$ cat src/rtl/serial_mult.sv
module serial_mult #(
  parameter int N = 5
) (
  input  logic         clk,
  input  logic         rst_n,
  input  logic         start,
  input  logic [N-1:0] a_in,
  input  logic         b_bit,
  output logic         busy,
  output logic         prod_bit,
  output logic         prod_valid,
  output logic         done,
  output logic [N-1:0] hi_out
);
  localparam int CW = $clog2(N + 1);
  localparam logic [CW-1:0] LAST = CW'(N - 1);

  logic [N-1:0]  a_q;
  logic [N-1:0]  psum;
  logic [CW-1:0] step;
  logic          active;
  logic [N:0]    sum;

  assign sum    = {1'b0, psum} + {1'b0, a_q & {N{b_bit}}};
  assign busy   = active;
  assign hi_out = psum;

  always_ff @(posedge clk) begin
    if (!rst_n) begin
      a_q        <= '0;
      psum       <= '0;
      step       <= '0;
      active     <= 1'b0;
      done       <= 1'b0;
      prod_bit   <= 1'b0;
      prod_valid <= 1'b0;
    end else if (start) begin
      a_q        <= a_in;
      psum       <= '0;
      step       <= '0;
      active     <= 1'b1;
      done       <= 1'b0;
      prod_valid <= 1'b0;
    end else if (active) begin
      psum       <= sum[N:1];
      prod_bit   <= sum[0];
      prod_valid <= 1'b1;
      step       <= step + 1'b1;
      if (step == LAST) begin
        active <= 1'b0;
        done   <= 1'b1;
      end
    end else begin
      prod_valid <= 1'b0;
    end
  end

  AST_RESET_IDLE: assert property (@(posedge clk) !rst_n |=> !busy && !done && !prod_valid);
  AST_START_CLEARS: assert property (@(posedge clk) disable iff (!rst_n)
    start |=> busy && !done && hi_out == '0);
  AST_VALID_AFTER_STEP: assert property (@(posedge clk) disable iff (!rst_n)
    prod_valid |-> $past(busy) && !$past(start));
  AST_DONE_NOT_BUSY: assert property (@(posedge clk) disable iff (!rst_n)
    done |-> !busy);
  AST_IDLE_HOLDS: assert property (@(posedge clk) disable iff (!rst_n)
    (!busy && !start) |=> $stable(done) && $stable(hi_out) && !prod_valid);
endmodule

$ cat config.mk
export PLATFORM = sky130hd
export DESIGN_NAME = serial_mult
export DESIGN_NICKNAME = d
export VERILOG_FILES = /design/src/rtl/serial_mult.sv
export SDC_FILE = /design/constraint.sdc
export NUM_CORES = 1
export LEC_CHECK = 0
export BUFFER_PORTS_ARGS = -buffer_cell sky130_fd_sc_hd__buf_4
export CAP_MARGIN = 15
export CORE_MARGIN = 4
export CORE_UTILIZATION = 35
export CTS_CLUSTER_SIZE = 12
export DETAILED_ROUTE_END_ITERATION = 10
export SETUP_SLACK_MARGIN = 0.3
export SLEW_MARGIN = 40
export SYNTH_ARGS = -nofsm -noshare
export SYNTH_HDL_FRONTEND = slang
export SYNTH_SLANG_ARGS = --single-unit
export TNS_END_PERCENT = 1
$ cat constraint.sdc
create_clock -name clk -period 2.2 [get_ports clk]
set_input_delay 0.22 -clock clk [delete_from_list [all_inputs] [get_ports clk]]
set_output_delay 0.22 -clock clk [all_outputs]
set_load 0.02 [all_outputs]
==> results by group, run 1 <==
Run status
  – Outcome: completed

Synth
  – Synth Instances: between 80 and 90
  – Synth warnings: 0
  – Main synth FF type: dfxtp_1
  – Sequential fraction of the synthesis area: around 39%
  – Yosys reg bits: 17
  – EDFF count, synth: 0
  – Synth cell types: 30
  – Fraction of registers with async set/reset: 0%
  – Synthesized Nets: between 100 and 150
  – Synth Cell Area: between 800 and 900 um2
  – Avg Cell Area, Syn: slightly below 10 um2

STA
  – Final Critical Period: 1.616 ns
  – Final setup vio count: 0
  – Hold Vio Cnt, Final: 0
  – Final Max Slew Viols: 0
  – Rel. slew slack: a little under three quarters
  – Clock skew: ~0.0025 ns
  – Setup tns final: 0 ns
  – Min Hold Slack: around 0.19 ns
  – Max Fclk: ~620 MHz
  – Final period util: between 70% and 80%
  – Worst Tran Pin Value: about 0.44 ns
  – Unrepaired setup endpoints after global routing: false

Critical path
  – Critical Path AT: 1.85 ns
  – Crit path kind: flop to flop
  – R2R Path Start: a_q[2]
  – Reg2reg path depth: 5
  – Worst setup SP type: flop
  – Worst reg2reg path endpoint: hi_out[2]
  – Required @ worst endpoint: 2.43 ns
  – Worst reg-to-reg setup slack: between 0.5 and 0.6 ns
  – Worst setup EP type: flop
  – Crit path max fanout: 4

Drt
  – Vias/cell: 4.956
  – Via Count: 669
  – Antenna-violating nets left: 0
  – Metal-1 WL: around 750 um
  – Met3 routed WL: 94 um
  – Avg WL per Cell: about 11 um
  – Total routed wirelength: roughly 1.5 mm
  – # DRC: 0
  – Drt pass-1 iters: 4
  – Met2 wire length: roughly 670 um
  – 1st-iter DRT viols: 7
  – Top layer in use: met4

Final layout
  – Final instance area: between 0.001 and 0.0015 mm2
  – Inserted Diodes: 0
  – Share of layout cells above drive strength 1: around a fifth
  – Layout area overhead: 18.86%
  – Fin nets: roughly 130
  – Commonest non-fill, non-tap cell in the layout: buf_4
  – Highest-count cells in the layout ignoring fill and taps: 18 x buf_4, 17 x dfxtp_1, 8 x mux2i_1
  – Util after Layout: 45.32%

Floorplanning
  – Die area: 0.003367 mm2
  – Core Rows: 17
  – Starting Density: about two fifths
  – IO Pins: 18
  – Core outline area: ~0.0023 mm2
  – Die Span X: 58.03 um
  – Die Y: between 50 and 60 um

Place
  – Input/output buffers: 17
  – Area after DPL: a little over 0.001 mm2
  – Placer Congestion: 0.7514
  – HPWL Detailed: between 1 and 1.5 mm

GRT
  – Gr ovfl total: 0
  – Antenna violations before repair: 0
  – Largest net degree at the start of global routing: 15
  – Vias in the first global route: ~620
  – First-pass GRT wire length: 2.628 mm
  – Total GRT Usage: under 10%

Job
  – MaxCap Viol Count: 0

Clock tree
  – Clock Latency Late Sink: 0.28 ns
  – Root Driver: clkbuf_4
  – CTS Hold Bufs: 0
  – Max clock buf depth: 2
  – Post-CTS Setup Inserts: 0
  – H-tree lvl count: 1
  – Clock slew at reported path FFs: 0.10 ns
  – CTS buffer count: 3
  – CTS resizes: 0
  – Clock sinks: 17
  – CTS tree: built

Power and ir drop
  – Pleak: 0.4797 nW
  – Power Density: between 500 and 600 mW/mm2
  – Peak VDD IR: around 0.00025 V

Min path
  – Hold/Removal Path Class: input port to flop
  – Hold Crit Endpoint: a_q[1]
  – Hold Startpoint: a_in[1]
  – Hold path depth: 3
[routing by layer]
metal,GRT usage [%],vias up
met5,0,-
met4,4.636,0
met3,2.227,2
met2,15.32,17
met1,12.94,308
li1,-,342
[layout make-up]
| type | count | area [um2] |
|---|---|---|
| Clock buffer | 4 | 26.28 |
| Inverter | 3 | 11.26 |
| Timing Repair Buffer | 18 | 135.1 |
| Fill cell | 237 | 1256 |
| Sequential cell | 17 | 340.3 |
| Tap cell | 28 | 35.03 |
| Multi-Input combinational cell | 65 | 493.0 |
[stage by stage]
| stage | std cells | total power, mW | setup slack, ns |
|---|---|---|---|
| 4_1_cts | 135 | 0.5799 | 0.5764 |
| 6_report | 135 | 0.5658 | 0.5842 |
| 5_1_grt | 135 | 0.5957 | 0.4801 |
| 2_1_floorplan | 89 | 0.3837 | 0.6248 |
| 3_5_place_dp | 131 | 0.4099 | 0.5278 |
| 3_3_place_gp | 131 | 0.4079 | 0.5565 |
[sequential cells by signal (all words and copies together), names as in the netlist]
signal      flops
a_q             5
busy            1
done            1
hi_out          5
prod_bit        1
prod_valid      1
step            3
[how the worst max path moves through the flow]
stage	startpoint	endpoint	slack, ns	cells past startpoint
6_report	a_q[2]	hi_out[2]	0.58	5
2_1_floorplan	hi_out[1]	hi_out[2]	0.62	4
3_5_place_dp	b_bit	hi_out[2]	0.53	6
3_3_place_gp	b_bit	hi_out[2]	0.56	6
5_1_grt	a_q[2]	hi_out[2]	0.48	5
4_1_cts	a_q[2]	hi_out[2]	0.58	5
[Yosys cell counts (2+ instances only)]
| cell type | n | area [um2] |
|---|---|---|
| dfxtp_1 | 17 | 340.3 |
| buf_6 | 2 | 22.52 |
| nand3_1 | 3 | 15.01 |
| nand2_1 | 3 | 11.26 |
| and2_1 | 7 | 43.79 |
| xnor2_1 | 2 | 17.52 |
| mux2i_1 | 8 | 80.08 |
| a21oi_1 | 2 | 10.01 |
| nand3b_1 | 2 | 15.01 |
| and2b_1 | 2 | 15.01 |
| inv_1 | 3 | 11.26 |
| ha_1 | 7 | 87.58 |
| nor2b_1 | 7 | 43.79 |
| nor2_1 | 7 | 26.28 |
| a31oi_1 | 2 | 12.51 |
[power breakdown]
part	switching (mW)	internal [mW]	leakage, nW
registers	0.0102	0.318	0.139
clock network	0.0940	0.0703	0.0150
logic	0.0338	0.0392	0.326
total	0.138	0.428	0.480
[cells by family (layout without fill, tap and decap cells)]
kind of cell             count (synthesis)  after routing  synth area share, %
multiplexers                             8              8                9.143
adder cells (fa/ha/maj)                  8              8                12.29
flip-flops                              17             17                38.86
buffers and inverters                    7             25                4.856
XOR/XNOR                                 3              3                3.001
AND/OR/NAND/NOR                         36             36                24.00
AO/OA/AOI/OAI                           10             10                7.858
[worst max-delay path: stages, from the launching register on]
cell	delay, ns
dfxtp_1	0.32
and2_1	0.13
ha_1	0.32
and3_1	0.21
or4_1	0.50
nand3_1	0.09
Note: power is estimated with default switching activity, not from simulation.
==> run 2, diff against run 1 <==
clock period = 1.4 ns   (was 2.2 ns; I/O delays follow)
==> run 2 against run 1 <==
The flow now finishes with violations (setup timing). Clock-buffer cell count is 1 lower. Critical endpoint unchanged. Flip-flop and latch count is the same. Routed wire length up 10%. Worst setup slack got worse by 0.65 ns. Maximum frequency increased by 10%. Final cell count grew 5.2%. Die area is the same. First-iteration DRC count shrank 57%. Combinational power rose by 92%. Non-clock buffer count grew 7. Clock power grew 65%.
==> results by group, run 2 (synthesis gave the netlist of run 1 again) <==
Run status
  – Outcome: finished with violations
  – Failing checks: setup timing

Final layout
  – Share of layout cells above drive strength 1: between 30% and 40%
  – Finished Layout Cells: between 100 and 150
  – Final instance area: 0.001165 mm2
  – Highest-count cells in the layout ignoring fill and taps: 23 x buf_4, 12 x dfxtp_1, 8 x mux2i_1
  – Fin nets: around 130
  – Filler cell count: roughly 220
  – Commonest non-fill, non-tap cell in the layout: buf_4
  – Layout area overhead: 33.00%
  – Inserted Diodes: 0

Power and ir drop
  – Peak VDD IR: 0.0005885 V
  – Power Density: between 700 and 800 mW/mm2
  – Pleak: ~0.5 nW

Min path
  – Hold Crit Endpoint: a_q[0]
  – Hold Startpoint: a_in[0]
  – Hold/Removal Path Class: input port to flop
  – Hold path depth: 3

Critical path
  – Crit path max fanout: 4
  – Worst reg-to-reg setup slack: -0.07 ns
  – CP top delay family: simple AND/OR/NAND/NOR gates
  – Levels on crit path: 5
  – R2R Path Start: a_q[2]
  – Worst reg2reg path endpoint: hi_out[2]
  – Critical Path AT: about 1.7 ns
  – Crit path kind: flop to flop
  – Critical Path, Cell by Cell: and2_4, ha_4, and3_4, or4_1, nand3_1
  – Required @ worst endpoint: 1.64 ns
  – Crit-path max cell delay: ~0.46 ns
  – WP buf/inv: 0
  – Worst setup EP type: flop
  – Worst setup SP type: flop
  – Reg2reg path depth: 5
  – Slowest-stage cell, CP: or4_1

GRT
  – Gr ovfl total: 0
  – Met2 usage: between 10% and 20%
  – Routing usage on met1: between 10 and 15%
  – Vias in the first global route: 670
  – GRT Max-Usage Layer: met2
  – Total GRT Usage: 11.01%
  – Antenna violations before repair: 0
  – GRT met3 Usage: 2.227%
  – First-pass GRT wire length: 2.863 mm
  – Largest net degree at the start of global routing: 11

STA
  – Final worst slack: -0.06573 ns
  – Min Hold Slack: just over 0.1 ns
  – Max Fclk: 682.3 MHz
  – Worst Tran Pin Value: slightly above 0.2 ns
  – Final Max Slew Viols: 0
  – Final Critical Period: ~1.5 ns
  – Clock skew: approximately 0.0037 ns
  – Final period util: 104.7%
  – Unrepaired setup endpoints after global routing: true
  – Final setup vio count: 2
  – Hold Vio Cnt, Final: 0
  – Rel. slew slack: roughly 87%

Place
  – Pre-CTS setup slack: -0.04148 ns
  – HPWL Detailed: approximately 1.3 mm
  – Placer Congestion: 0.7896
  – Area after DPL: between 0.001 and 0.0015 mm2
  – Placed insts: between 100 and 150
  – Input/output buffers: 17

Drt
  – Via Count: 681
  – Avg WL per Cell: approximately 12 um
  – Vias/cell: around 4.8
  – Antenna-violating nets left: 0
  – 1st-iter DRT viols: 3
  – Drt pass-1 iters: 3
  – Total routed wirelength: between 1.5 and 2 mm
  – # DRC: 0

Floorplanning
  – Starting Density: between 30% and 40%
  – Die area: roughly 0.0034 mm2
  – Core outline area: 0.002297 mm2
  – IO Pins: 18
  – Die Span X: 58.03 um
  – Die Y: between 50 and 60 um
  – Core Rows: 17

Clock tree
  – CTS buffer count: 3
  – Max clock buf depth: 2
  – Clock slew at reported path FFs: about 0.11 ns
  – Root Driver: clkbuf_4
  – H-tree lvl count: 1
  – Clock sinks: 17
  – Clock Latency Late Sink: just under 0.3 ns
  – CTS tree: built

Job
  – MaxCap Viol Count: 0
-- run 2: cell count changes in the layout (fill, tap and decap cells not counted), moves of 2 or more --
| cell | change |
|---|---|
| ha_1 | -4 |
| and2_1 | -2 |
| and2_4 | +2 |
| buf_6 | +2 |
| ha_4 | +3 |
| dfxtp_1 | -5 |
| buf_4 | +5 |
| dfxtp_2 | +5 |
-- run 2: how the worst max path moves through the flow --
stage,from,to,slack [ns]
6_report,a_q[2],hi_out[2],-0.07
3_5_place_dp,a_q[2],hi_out[2],-0.04
4_1_cts,a_q[2],hi_out[2],-0.07
3_3_place_gp,a_q[2],hi_out[2],-0.03
5_1_grt,a_q[2],hi_out[2],-0.10
2_1_floorplan,a_q[2],hi_out[2],0.001
-- run 2: worst reg2reg max path, stage by stage, from the launching register on --
cell     delay [ns]
dfxtp_2        0.33
and2_4         0.13
ha_4           0.23
and3_4         0.18
or4_1          0.46
nand3_1        0.09
-- run 2: timing repair --
action / CTS / global route
buffers inserted: 0 / 0
hold buffers: 0 / 0
resized for setup: 3 / 4
setup endpoints to repair: 6 / 6
pin swaps: 2 / 5
-- run 2: metal layers --
| metal | vias up | share of wire (%) |
|---|---|---|
| met5 | - | 0 |
| met4 | 0 | 0.95 |
| met3 | 2 | 4.1 |
| met2 | 15 | 49 |
| met1 | 307 | 46 |
| li1 | 357 | - |
-- run 2: final cells by class --
cell class / instances / area [um2] / area share [%]
timing repair buffer: 25 / 195.2 / 16.76
sequential: 17 / 346.6 / 29.75
clock buffer: 3 / 22.52 / 1.933
tap: 28 / 35.03 / 3.008
clock inverter: 1 / 5.005 / 0.4296
multi-input combinational: 65 / 549.3 / 47.15
inverter: 3 / 11.26 / 0.9667
-- run 2: stage by stage --
stage / setup TNS (ns) / power [mW] / utilization [%]
floorplan: 0 / 0.6093 / -
global placement: -0.03319 / 0.6584 / 48.37
detailed placement: -0.1064 / 0.6616 / 48.37
CTS: -0.09513 / 0.9302 / 49.78
global route: -0.2568 / 0.9672 / 50.71
finish: -0.07883 / 0.9223 / 50.71
-- run 2: where the power goes --
group | total [mW] | internal [mW] | switching [mW] | leakage [nW]
logic | 0.140 | 0.0764 | 0.0640 | 0.353
clock network | 0.270 | 0.106 | 0.163 | 0.0177
registers | 0.512 | 0.501 | 0.0112 | 0.141
total | 0.922 | 0.684 | 0.238 | 0.511
